<file path="config.mk">
export PLATFORM = sky130hd
export DESIGN_NAME = tmfir_delay_seg
export DESIGN_NICKNAME = d
export VERILOG_FILES = /design/src/rtl/tmfir_seg_pkg.sv /design/src/rtl/tmfir_seg_wptr.sv /design/src/rtl/tmfir_seg_ram.sv /design/src/rtl/tmfir_seg_fwd.sv /design/src/rtl/tmfir_delay_seg.sv
export SDC_FILE = /design/constraint.sdc
export NUM_CORES = 1
export LEC_CHECK = 0
export BUFFER_PORTS_ARGS = -buffer_cell sky130_fd_sc_hd__buf_2
export CAP_MARGIN = 10
export CORE_AREA = 2 2 145 147
export CTS_CLUSTER_DIAMETER = 40
export DETAILED_ROUTE_END_ITERATION = 6
export DIE_AREA = 0 0 147 149
export GPL_TIMING_DRIVEN = 1
export SLEW_MARGIN = 10
export SYNTH_ARGS = -nofsm -noshare
export SYNTH_HDL_FRONTEND = slang
export SYNTH_SLANG_ARGS = --single-unit
export TNS_END_PERCENT = 30
</file>
<file path="constraint.sdc">
create_clock -name clk -period 3.15 [get_ports clk]
set_input_delay 0.315 -clock clk [delete_from_list [all_inputs] [get_ports clk]]
set_output_delay 0.315 -clock clk [all_outputs]
set_load 0.05 [all_outputs]
</file>
<file path="src/rtl/tmfir_seg_pkg.sv">
package tmfir_seg_pkg;

  // Address width for a buffer of the given depth (at least one bit).
  function automatic int unsigned seg_addr_w(input int unsigned depth);
    return (depth > 1) ? $clog2(depth) : 1;
  endfunction

  // True when depth is a power of two greater than one.
  function automatic bit is_pow2(input int unsigned depth);
    return (depth > 1) && ((depth & (depth - 1)) == 0);
  endfunction

  // Depth of each shorter middle segment: the stretched tap count minus
  // the full-depth head/tail segments, split over two middle buffers.
  function automatic int mid_seg_depth(input int nl, input int ml, input int ndm);
    return (nl - ml * (ndm - 2)) / 2;
  endfunction

endpackage

</file>
<file path="src/rtl/tmfir_seg_wptr.sv">
module tmfir_seg_wptr #(
  parameter int unsigned DEPTH = 8,
  parameter int unsigned AW    = 3
) (
  input  logic          clk,
  input  logic          rst,
  input  logic          adv,
  output logic [AW-1:0] ptr
);
  localparam logic [AW-1:0] LAST = AW'(DEPTH - 1);
  localparam bit FREE_WRAP = tmfir_seg_pkg::is_pow2(DEPTH) && ((1 << AW) == DEPTH);

  generate
    if (FREE_WRAP) begin : g_free
      // Depth fills the address space: natural overflow is the wrap.
      always_ff @(posedge clk) begin
        if (rst)      ptr <= '0;
        else if (adv) ptr <= ptr + 1'b1;
      end
    end else begin : g_cmp
      always_ff @(posedge clk) begin
        if (rst)      ptr <= '0;
        else if (adv) ptr <= (ptr == LAST) ? '0 : ptr + 1'b1;
      end
    end
  endgenerate
endmodule

</file>
<file path="src/rtl/tmfir_seg_ram.sv">
module tmfir_seg_ram #(
  parameter int unsigned DEPTH = 8,
  parameter int unsigned DW    = 18,
  parameter int unsigned AW    = 3
) (
  input  logic          clk,
  input  logic          rst,
  input  logic          we,
  input  logic [AW-1:0] waddr,
  input  logic [DW-1:0] wdata,
  input  logic [AW-1:0] taddr,
  output logic [DW-1:0] tdata,
  output logic [DW-1:0] oldest
);
  localparam logic [AW:0] LIM = (AW + 1)'(DEPTH);

  logic [DW-1:0] mem [DEPTH];

  // One write, a registered tap read (old data on collision) and an
  // asynchronous read on the write address exposing the oldest entry.
  always_ff @(posedge clk) begin
    if (rst) begin
      for (int i = 0; i < int'(DEPTH); i++) mem[i] <= '0;
      tdata <= '0;
    end else begin
      if (we) mem[waddr] <= wdata;
      tdata <= ({1'b0, taddr} < LIM) ? mem[taddr] : '0;
    end
  end

  assign oldest = mem[waddr];
endmodule

</file>
<file path="src/rtl/tmfir_seg_fwd.sv">
module tmfir_seg_fwd #(
  parameter int unsigned DW = 18
) (
  input  logic          clk,
  input  logic          rst,
  input  logic          load,
  input  logic [DW-1:0] din,
  output logic [DW-1:0] dout,
  output logic          dvalid
);
  always_ff @(posedge clk) begin
    if (rst) begin
      dout   <= '0;
      dvalid <= 1'b0;
    end else begin
      dvalid <= load;
      if (load) dout <= din;
    end
  end
endmodule

</file>
<file path="src/rtl/tmfir_delay_seg.sv">
module tmfir_delay_seg
  import tmfir_seg_pkg::*;
#(
  parameter  int unsigned DEPTH  = 8,
  parameter  int unsigned DATA_W = 18,
  localparam int unsigned AW     = seg_addr_w(DEPTH)
) (
  input  logic              clk,
  input  logic              rst,
  input  logic              wr_en,
  input  logic [DATA_W-1:0] wr_data,
  input  logic [AW-1:0]     tap_addr,
  output logic [DATA_W-1:0] tap_data,
  output logic              fwd_valid,
  output logic [DATA_W-1:0] fwd_data
);
  logic [AW-1:0]     wptr_q;
  logic [DATA_W-1:0] oldest_w;

  tmfir_seg_wptr #(.DEPTH(DEPTH), .AW(AW)) wptr_i (
    .clk (clk),
    .rst (rst),
    .adv (wr_en),
    .ptr (wptr_q)
  );

  tmfir_seg_ram #(.DEPTH(DEPTH), .DW(DATA_W), .AW(AW)) ram_i (
    .clk    (clk),
    .rst    (rst),
    .we     (wr_en),
    .waddr  (wptr_q),
    .wdata  (wr_data),
    .taddr  (tap_addr),
    .tdata  (tap_data),
    .oldest (oldest_w)
  );

  // The entry under the write pointer is the oldest one; it is handed on
  // in the same cycle it is overwritten.
  tmfir_seg_fwd #(.DW(DATA_W)) fwd_i (
    .clk    (clk),
    .rst    (rst),
    .load   (wr_en),
    .din    (oldest_w),
    .dout   (fwd_data),
    .dvalid (fwd_valid)
  );
endmodule

</file>
# Yosys cells after proc, flatten, opt, wreduce, memory -nomap -nowiden
# Memory sizes are Yosys's and may differ from the RTL's. A register that Yosys moved wholly into a read port is not among the register bits.
# Cells that the tools add are included.
# word_totals
ff_bits,4
ram_bits,144
input_bits,24
out_inout_bits,37
word_cells,13
memories,1
# classes
n_addsub,1
mux,8
n_reduce_logical,1
# mem_list
name,depth,width,rd,rd_ports_with_merged_regs,wr,line,source
ram_i.mem,8,18,2,2,8,tmfir_seg_ram.sv:17,logic [DW-1:0] mem [DEPTH];
# op_table
operator,count
2-to-1 mux 18 bit,1
OR reduction 18 bit,1
2-to-1 mux 1 bit,6
"adder 3 x 1 -> 3 bit, second input constant",1
2-to-1 mux 3 bit,1

# Logic depth before layout (Yosys ltp)
# Gate-level depths: netlist (run 1).
# depth
depth_word,5
depth_mapped,6
depth_no_buf,4

# Hierarchy
# Synthesis (run 1) repeated with hierarchy kept, for this count alone.
# unflattened
cells_unflattened,638
area_unflattened_um2,8984.9
# by_module_without_submodules
module,instances,cells_per_inst,area_per_inst_um2,seq_area_each_um2
tmfir_seg_ram,1,567,8187.9,4684.5
tmfir_seg_fwd,1,60,675.6,380.4
tmfir_seg_wptr,1,11,121.4,60.1

# Least setup slack after synthesis (run 1)
# No wires, ideal clock.
# synth_path
kind,input to register
start,in rst
end,"mem ram_i.mem[1][0], enable pin"
setup_time_ns,0.340
t_arrival_ns,1.388
required_ns,2.810
setup_slack_ns,1.422
path_stages,4
cell_sequence,buf_2 -> or3b_4 -> nor2_8 -> or2_2
# synth_rtl
element,line,source
start: declaration,tmfir_delay_seg.sv:9,"input logic rst,"
end: declaration,tmfir_seg_ram.sv:17,

==> impl_metrics.tcl, run 1 <==
set metrics [dict create \
    status "finished clean" \
    cts_tree "built" \
    htree_levels 4 \
    ys_ff_latch 184 \
    finalInstanceArea_um2 10000 \
    start_kind "register" \
    avgSynthCellArea_um2 13.67 \
    rsz0062_at_grt "false" \
    nNetsFinal 729 \
    synth_edf_count 144 \
    synth_warnings 0 \
    grt_pass1_wl_mm 34.36 \
    antenna_left 0 \
    hold_buffers 0 \
    first_pass_iters 4 \
    slew_headroom_pct 24.03 \
    critPathCaptureType "register" \
    root_buffer "clkbuf_16" \
    finalCritPeriodShare_pct 77.44 \
    async_flop_share_pct 0 \
    grt_use_met3_pct 3.486 \
    fin_crit_ns 2.439 \
    clk_pin_slew_ns 0.07 \
    die_area_um2 21900 \
    cellLeakagePower_uw 0.003802 \
    power.density_nw_per_um2 562.1 \
    synth_fp_nets 684 \
    clock_latency_ns 0.43 \
    arrival_ns 2.50 \
    r2r.worst_path.cells 3 \
    drv_cap 0 \
    hold_class "in -> reg" \
    drc 0 \
    grt_use_total_pct 21.56 \
    yosysUniqueCellTypes 30 \
    grtUsageMet2_pct 37.44 \
    wl_mm 22.68 \
    synthCells 659 \
    die_h_um 149 \
    busiest_layer "met2" \
    final_cells 992 \
    tightest_slew_ns 1.139 \
    cts_setup_buffers 0 \
    via_per_inst 5.550 \
    cts.repair.resized 0 \
    antenna_found_initial 0 \
    crit_type "reg -> reg" \
    synth-main-ff-cell "edfxtp_1" \
    cts.sinks 184 \
    io_pins 61 \
    cts_buffer_depth 2 \
    gp_congestion 0.8089 \
    route.vias.total 5506 \
    syn_area_um2 9009 \
    grtUsageMet1_pct 27.89 \
    rows 53 \
    max-vdd-ir-drop_v 0.0003497 \
    dp_cells 960 \
    r2r_setup_slack_ns 0.71 \
    reg2reg_from "wptr_i.ptr[0]" \
    core_um2 20560 \
    cp.required_ns 3.21 \
    grt_max_degree 66 \
    fmax_mhz 409.9 \
    r2r_end "ram_i.mem[1][16]" \
    maxSlewViolCount 0 \
    setup_viol 0 \
    grt_pass1_vias 5665 \
    hold_violations 0 \
    gr-total-overflow 0 \
    cts_buffers 17 \
    hp-start "rst" \
    hold_slack_ns 0.2349 \
    p_total_uw 5622 \
    antenna_cells 0 \
    drt_iter0_markers 410 \
    portBuffers 60 \
    min_to "wptr_i.ptr[0]" \
    skew_ns 0.007890 \
    drt-wirelength-per-cell_um 22.86 \
    drive_gt1_share_pct 22.73 \
    hold_depth 2 \
    tns_ns 0 \
    placed_area_um2 9434 \
    start_util_pct 43.82 \
    die_x_um 147 \
    synth-seq-area-share_pct 56.89 \
    cp_max_fo 19 \
    synthToLayoutAreaGrowth_pct 11.04 \
    place_hpwl_mm 12.72 \
]
## worst max-delay path by stage
stage	startpoint	to	slack (ns)	depth (start not counted)
floorplan	rst	ram_i.mem[1][0]	1.42	4
global placement	rst	ram_i.mem[1][10]	0.73	4
detailed placement	wptr_i.ptr[0]	ram_i.mem[1][10]	0.68	3
CTS	wptr_i.ptr[0]	ram_i.mem[1][16]	0.67	3
global route	wptr_i.ptr[0]	ram_i.mem[1][16]	0.64	3
finish	wptr_i.ptr[0]	ram_i.mem[1][16]	0.71	3
## critical path: stages, from the launching register on
cell	delay [ns]
dfxtp_4	0.51
or3b_4	0.49
nor2_8	0.38
or2_2	0.67
## synth_stat cells (3+ instances only)
cell type  count  area, µm²
and2_1       144      900.9
buf_2         14      70.07
buf_4          4      30.03
buf_6         15      168.9
clkbuf_1       8      30.03
clkbuf_2       3      15.01
dfxtp_1       40      800.8
edfxtp_1     144       4324
mux2i_1       91      910.9
mux4_2        36      810.8
nor2_1        75      281.5
nor2_4         4      45.04
o21ai_0       18      90.09
o22ai_1       18      112.6
o31a_1        18      157.7
or2_2          9      56.30
## layer usage
layer,share of wire (%),wire length (µm)
met2,51,11480
met5,0,0
met4,1.6,357
met1,43,9853
met3,4.3,986
## registers in the layout (all words and copies together) (netlist names)
name / flops
wptr_i.ptr: 3
fwd_i.dout: 18
ram_i.tdata: 18
fwd_i.dvalid: 1
ram_i.mem: 144
## through the flow
stage	setup slack, ns	util, %
floorplan	1.422	-
detailed placement	0.6811	45.89
CTS	0.6692	48.66
global route	0.6395	48.66
finish	0.7106	48.66
global placement	0.7344	45.89
## area by class of cell
type | instances | area (µm²)
clock inverters | 15 | 143.9
clock buffers | 17 | 425.4
repair buffers | 71 | 395.4
fillers | 1818 | 10550
multi-input cells | 430 | 3566
flip-flops and latches | 184 | 5129
well taps | 275 | 344.1
## logic make-up after synthesis
family                     Yosys count  share of synthesized area [%]
and+or+nand+nor                    246                          16.14
DFF                                184                          56.89
muxes                              127                          19.11
AOI/OAI and AO/OA                   54                          4.000
buffers and inverters               45                          3.528
xor gates and xnor gates             2                         0.1945
adders and majority gates            1                         0.1389
## cell usage in the layout, fill, tap and decap left out, types with 2 or more instances in the layout
master / synthesis / layout
inv_6: 0 / 4
and2_1: 144 / 144
mux2i_1: 91 / 91
inv_8: 0 / 2
mux4_2: 36 / 36
clkbuf_16: 0 / 17
nor2_1: 75 / 75
nor2_4: 4 / 4
buf_4: 4 / 10
o21ai_0: 18 / 18
buf_2: 14 / 60
or3b_4: 2 / 2
o22ai_1: 18 / 18
dfxtp_1: 40 / 39
or2_2: 9 / 9
nor2_8: 2 / 2
clkinv_2: 0 / 2
edfxtp_1: 144 / 144
nor4_4: 2 / 2
clkinvlp_4: 0 / 5
nand2_1: 2 / 2
o31a_1: 18 / 18
## power breakdown
group          switching (µW)  internal, µW
Combinational             465           258
Sequential               74.3          2740
Clock                     972          1110
No activity file was read; power rests on OpenSTA's default activity.
==> run 2, diff against run 1 <==
==> constraint.sdc (replaced) <==
create_clock -name clk -period 2.4 [get_ports clk]
set_input_delay 0.24 -clock clk [delete_from_list [all_inputs] [get_ports clk]]
set_output_delay 0.24 -clock clk [all_outputs]
set_load 0.05 [all_outputs]
==> run 2 against run 1 <==
  * Fmax increased by 22%
  * First-iteration DRC count increased by 44%
  * Clock-buffer cell count increased by 4
  * Cell area increased by 1.2%
  * Wire length decreased by 2.4%
  * Clock power increased by 34%
  * Cell count increased by 1.2%
  * Sequential cell count unchanged
  * Clock skew increased by 0.0028 ns
  * Die area unchanged
  * Sequential share of layout area decreased by 0.60 points
==> impl_metrics.tcl, run 2 (synthesized netlist as in run 1, its figures left out) <==
set metrics [dict create \
    die_h_um 149 \
    gr-total-overflow 0 \
    cts_setup_buffers 0 \
    die_area_um2 21900 \
    regArea_um2 5129 \
    multi_input_area_um2 3566 \
    skew_ns 0.01072 \
    top_register "ram_i.mem" \
    fin_ws_ns 0.4006 \
    nNetsFinal 741 \
    start_util_pct 43.82 \
    antenna_cells 0 \
    wl_met1_mm 9.693 \
    cp.required_ns 2.54 \
    placed_area_um2 9537 \
    wl_mm 22.13 \
    worstSetupStartpoint "wptr_i.ptr[1]" \
    cts.repair.resized 0 \
    cts_tree "built" \
    r2r.worst_path.cells 4 \
    cts_buffers 17 \
    crit_type "reg -> reg" \
    drc 0 \
    setup_viol 0 \
    grt_pass1_vias 5706 \
    seqPwrFrac_pct 49.7 \
    drt_iter0_markers 592 \
    antenna_found_initial 0 \
    status "finished clean" \
    path_cells "or3b_4 -> nor2_4 -> or2_2 -> buf_4" \
    die_x_um 147 \
    cp_slowest_stage_delay_ns 0.63 \
    most-common-layout-cells "144 x and2_1, 144 x edfxtp_1, 91 x mux2i_1, 75 x nor2_1, 60 x buf_2" \
    hold_violations 0 \
    cellLeakagePower_uw 0.003858 \
    htree_levels 4 \
    drt-wirelength-per-cell_um 22.04 \
    route.vias.total 5534 \
    r2r_end "ram_i.mem[6][3]" \
    maxSlewViolCount 0 \
    fin_crit_ns 1.999 \
    drv_cap 0 \
    power.density_nw_per_um2 735.4 \
    intPower_uw 5539 \
    arrival_ns 2.14 \
    final_cells 1004 \
    io_pins 61 \
    nFillCells 1861 \
    root_buffer "clkbuf_16" \
    grt_pass1_wl_mm 33.96 \
    antenna_left 0 \
    route.met2.wl_mm 11.15 \
    hold_buffers 0 \
    cts.sinks 184 \
    largest_reg_flops 144 \
    dp_cells 972 \
    switching_share_pct 25.59 \
    slowest_stage "dfxtp_1" \
    synthToLayoutAreaGrowth_pct 12.36 \
    met3_length_mm 1.045 \
    hold_slack_ns 0.1797 \
    grt_use_total_pct 21.04 \
    critPathCaptureType "register" \
    max-vdd-ir-drop_v 0.0005821 \
    dp_slack_ns 0.3852 \
    hold_class "in -> reg" \
    place_hpwl_mm 13.74 \
    clk_pin_slew_ns 0.07 \
    rsz0062_at_grt "false" \
    finalInstanceArea_um2 10120 \
    p_clk_share_pct 37.4 \
    top_layer_used "met4" \
    largest_registers "ram_i.mem: 144 flops, fwd_i.dout: 18 flops, ram_i.tdata: 18 flops" \
    clock_latency_ns 0.43 \
    r2r_setup_slack_ns 0.40 \
    cp-endpoint "ram_i.mem[6][3]" \
    power_switching_uw 1905 \
    fmax_mhz 500.1 \
    core_um2 20560 \
    rows 53 \
    gp_congestion 0.8000 \
    portBuffers 60 \
    tightest_slew_ns 0.7177 \
    finalCritPeriodShare_pct 83.31 \
    start_kind "register" \
    grt_max_degree 75 \
    cts_buffer_depth 2 \
    slew_headroom_pct 52.15 \
    via_per_inst 5.512 \
    cp_max_fo 11 \
    tns_ns 0 \
    drive_gt1_share_pct 23.59 \
    reg2reg_from "wptr_i.ptr[1]" \
    first_pass_iters 5 \
    combPwrFrac_pct 12.9 \
]
==> run 2: cell types whose count changed in the layout (fill, tap and decap cells not counted) <==
cell        delta
inv_8          -2
clkinvlp_4     +2
clkinv_2       -2
buf_4         +11
clkbuf_1       +2
bufinv_16      +1
clkinv_1       +1
inv_6          -4
buf_12         +1
clkbuf_8       +2
==> run 2: critical path: cells and delay by family (launching register included) <==
family        cells  cell delay, ns
buf+inv           1            0.22
flops             1            0.63
simple gates      3            0.87
==> run 2: cell type report <==
cell class | instances | share of cell area, %
timing repair buffer | 83 | 4.920
tap | 275 | 3.399
clock buffer | 21 | 4.549
multi-input combinational | 430 | 35.23
sequential | 184 | 50.67
clock inverter | 11 | 1.236
==> run 2: worst min path at each step <==
| stage | start | end | slack [ns] | cells after the start |
|---|---|---|---|---|
| global placement | fwd_i.dout[5] | fwd_i.dout[5] | 0.56 | 3 |
| global route | wr_data[0] | ram_i.mem[7][0] | 0.18 | 2 |
| CTS | wr_data[16] | ram_i.mem[0][16] | 0.17 | 2 |
| detailed placement | fwd_i.dout[6] | fwd_i.dout[6] | 0.56 | 3 |
| finish | wr_data[11] | ram_i.mem[1][11] | 0.18 | 2 |
| floorplan | wr_data[0] | ram_i.mem[0][0] | 0.44 | 1 |
==> run 2: metal layers <==
layer / track usage, % / vias to the layer above
li1: - / 2517
met1: 28.09 / 2844
met2: 36.10 / 153
met3: 3.333 / 20
met4: 5.673 / 0
met5: 0 / -
==> run 2: per-stage QoR <==
step           util [%]  power, µW
5_1_grt           49.24       7700
6_report          49.24       7444
3_5_place_dp      46.39       4737
2_1_floorplan         -       4465
3_3_place_gp      46.39       4718
4_1_cts           49.24       7503
==> run 2: power by group through the flow <==
stage	sequential [µW]	combinational [µW]	clock (µW)
after floorplan	3900	566	0
after global placement	3760	961	0
after CTS	3700	972	2830
after global routing	3710	1030	2960
final	3700	961	2790
after detailed placement	3770	970	0
==> run 3, diff against run 2 <==
==> constraint.sdc (replaced) <==
create_clock -name clk -period 1.9 [get_ports clk]
set_input_delay 0.19 -clock clk [delete_from_list [all_inputs] [get_ports clk]]
set_output_delay 0.19 -clock clk [all_outputs]
set_load 0.05 [all_outputs]
==> run 3 against run 2 <==
  * Cell area grew 2.5%
  * Register-to-register slack worse by 0.28 ns
  * Core utilization grew 1.2 points
  * Global-route usage is 0.47 points higher
  * Highest routed layer unchanged
==> impl_metrics.tcl, run 3 (synthesized netlist as in run 1, its figures left out) <==
set metrics [dict create \
    fin_ws_ns 0.1216 \
    drive_gt1_share_pct 25.23 \
    path_cells "or3b_4 -> nor2_4 -> or2_2 -> buf_4" \
    fmax_mhz 562.3 \
    nFillCells 1810 \
    arrival_ns 1.90 \
    most-common-layout-cells "144 x and2_1, 144 x edfxtp_1, 91 x mux2i_1, 75 x nor2_1, 60 x buf_2" \
    r2r_end "ram_i.mem[2][4]" \
    clk_pin_slew_ns 0.07 \
    cp.required_ns 2.02 \
    die_h_um 149 \
    drt_iter0_markers 422 \
    route.vias.total 5610 \
    drv_cap 0 \
    tns_ns 0 \
    critPathCaptureType "register" \
    crit_type "reg -> reg" \
    antenna_found_initial 0 \
    antenna_left 0 \
    place_hpwl_mm 14.42 \
    crit_family "simple AND/OR/NAND/NOR gates" \
    cts_buffers 17 \
    wl_mm 22.63 \
    grt_use_total_pct 21.51 \
    hold_class "in -> reg" \
    grt_pass1_vias 5778 \
    max-vdd-ir-drop_v 0.0006711 \
    cp_slowest_stage_delay_ns 0.54 \
    io_pins 61 \
    via_per_inst 5.479 \
    root_buffer "clkbuf_16" \
    antenna_cells 0 \
    htree_levels 4 \
    slew_headroom_pct 64.72 \
    hold_depth 2 \
    rows 53 \
    slowest_stage "dfxtp_1" \
    tightest_slew_ns 0.5292 \
    power.density_nw_per_um2 918.8 \
    r2r.worst_path.cells 4 \
    fin_crit_ns 1.778 \
    gp_congestion 0.7947 \
    die_x_um 147 \
    cp_max_fo 11 \
    maxSlewViolCount 0 \
    cellLeakagePower_uw 0.004005 \
    clock_latency_ns 0.43 \
    drt-wirelength-per-cell_um 22.10 \
    cts_buffer_depth 2 \
    status "finished clean" \
    regArea_um2 5129 \
    start_kind "register" \
    core_um2 20560 \
    top_register "ram_i.mem" \
    cts.repair.resized 0 \
    cts.sinks 184 \
    nNetsFinal 761 \
    r2r_setup_slack_ns 0.12 \
    multi_input_area_um2 3566 \
    cts_setup_buffers 0 \
    critPathBufInv 1 \
    setup_viol 0 \
    hp-start "wr_data[16]" \
    start_util_pct 43.82 \
    finalCritPeriodShare_pct 93.60 \
    hold_buffers 0 \
    cts_tree "built" \
    grt_pass1_wl_mm 34.53 \
    largest_reg_flops 144 \
    hold_violations 0 \
    rsz0062_at_grt "false" \
    dp_slack_ns 0.1527 \
    portBuffers 60 \
    die_area_um2 21900 \
    drc 0 \
    synthToLayoutAreaGrowth_pct 15.13 \
    reg2reg_from "wptr_i.ptr[1]" \
    min_to "ram_i.mem[4][16]" \
    skew_ns 0.01042 \
    grt_max_degree 37 \
    gr-total-overflow 0 \
    largest_registers "ram_i.mem: 144 flops, fwd_i.dout: 18 flops, ram_i.tdata: 18 flops" \
    first_pass_iters 5 \
]
run 3: how the worst max path moves through the flow:
stage             startpoint               end  cells after the start
6_report       wptr_i.ptr[1]   ram_i.mem[2][4]                      4
5_1_grt        wptr_i.ptr[1]   ram_i.mem[2][4]                      4
4_1_cts        wptr_i.ptr[1]   ram_i.mem[2][4]                      4
3_5_place_dp   wptr_i.ptr[1]  ram_i.mem[2][11]                      4
3_3_place_gp   wptr_i.ptr[1]   ram_i.mem[2][1]                      4
2_1_floorplan  wptr_i.ptr[0]   ram_i.mem[1][0]                      4
run 3: power breakdown:
group          total, µW  internal, µW  switching (µW)
Sequential          4670          4550             118
Clock               3560          2100            1470
Combinational       1300           504             792
Total               9530          7150            2380
run 3: per-layer routing:
layer / GRT usage [%] / wire [µm]
met3: 4.037 / 1123
met4: 6.635 / 448
met2: 37.09 / 11380
met1: 27.81 / 9681
met5: 0 / 0
run 3: metrics by stage:
stage	cells	util (%)	instance area, µm²	power, µW	hold WS (ns)
6_report	1024	50.45	10370	9529	0.1254
5_1_grt	1024	50.45	10370	9844	0.1363
4_1_cts	1024	50.45	10370	9577	0.1231
3_5_place_dp	992	47.61	9787	6057	0.5514
3_3_place_gp	992	47.61	9787	6029	0.5571
2_1_floorplan	659	-	9009	5640	0.3882
run 3: area by class of cell:
type / instances / area share (%)
Timing Repair Buffer: 103 / 7.214
Sequential cell: 184 / 49.45
Tap cell: 275 / 3.318
Clock inverter: 9 / 1.218
Multi-Input combinational cell: 430 / 34.38
Clock buffer: 23 / 4.415
run 3: worst reg2reg max path, cell delays in order (launching register included):
cell     delay (ns)
dfxtp_1        0.54
or3b_4         0.47
nor2_4         0.09
or2_2          0.12
buf_4          0.24
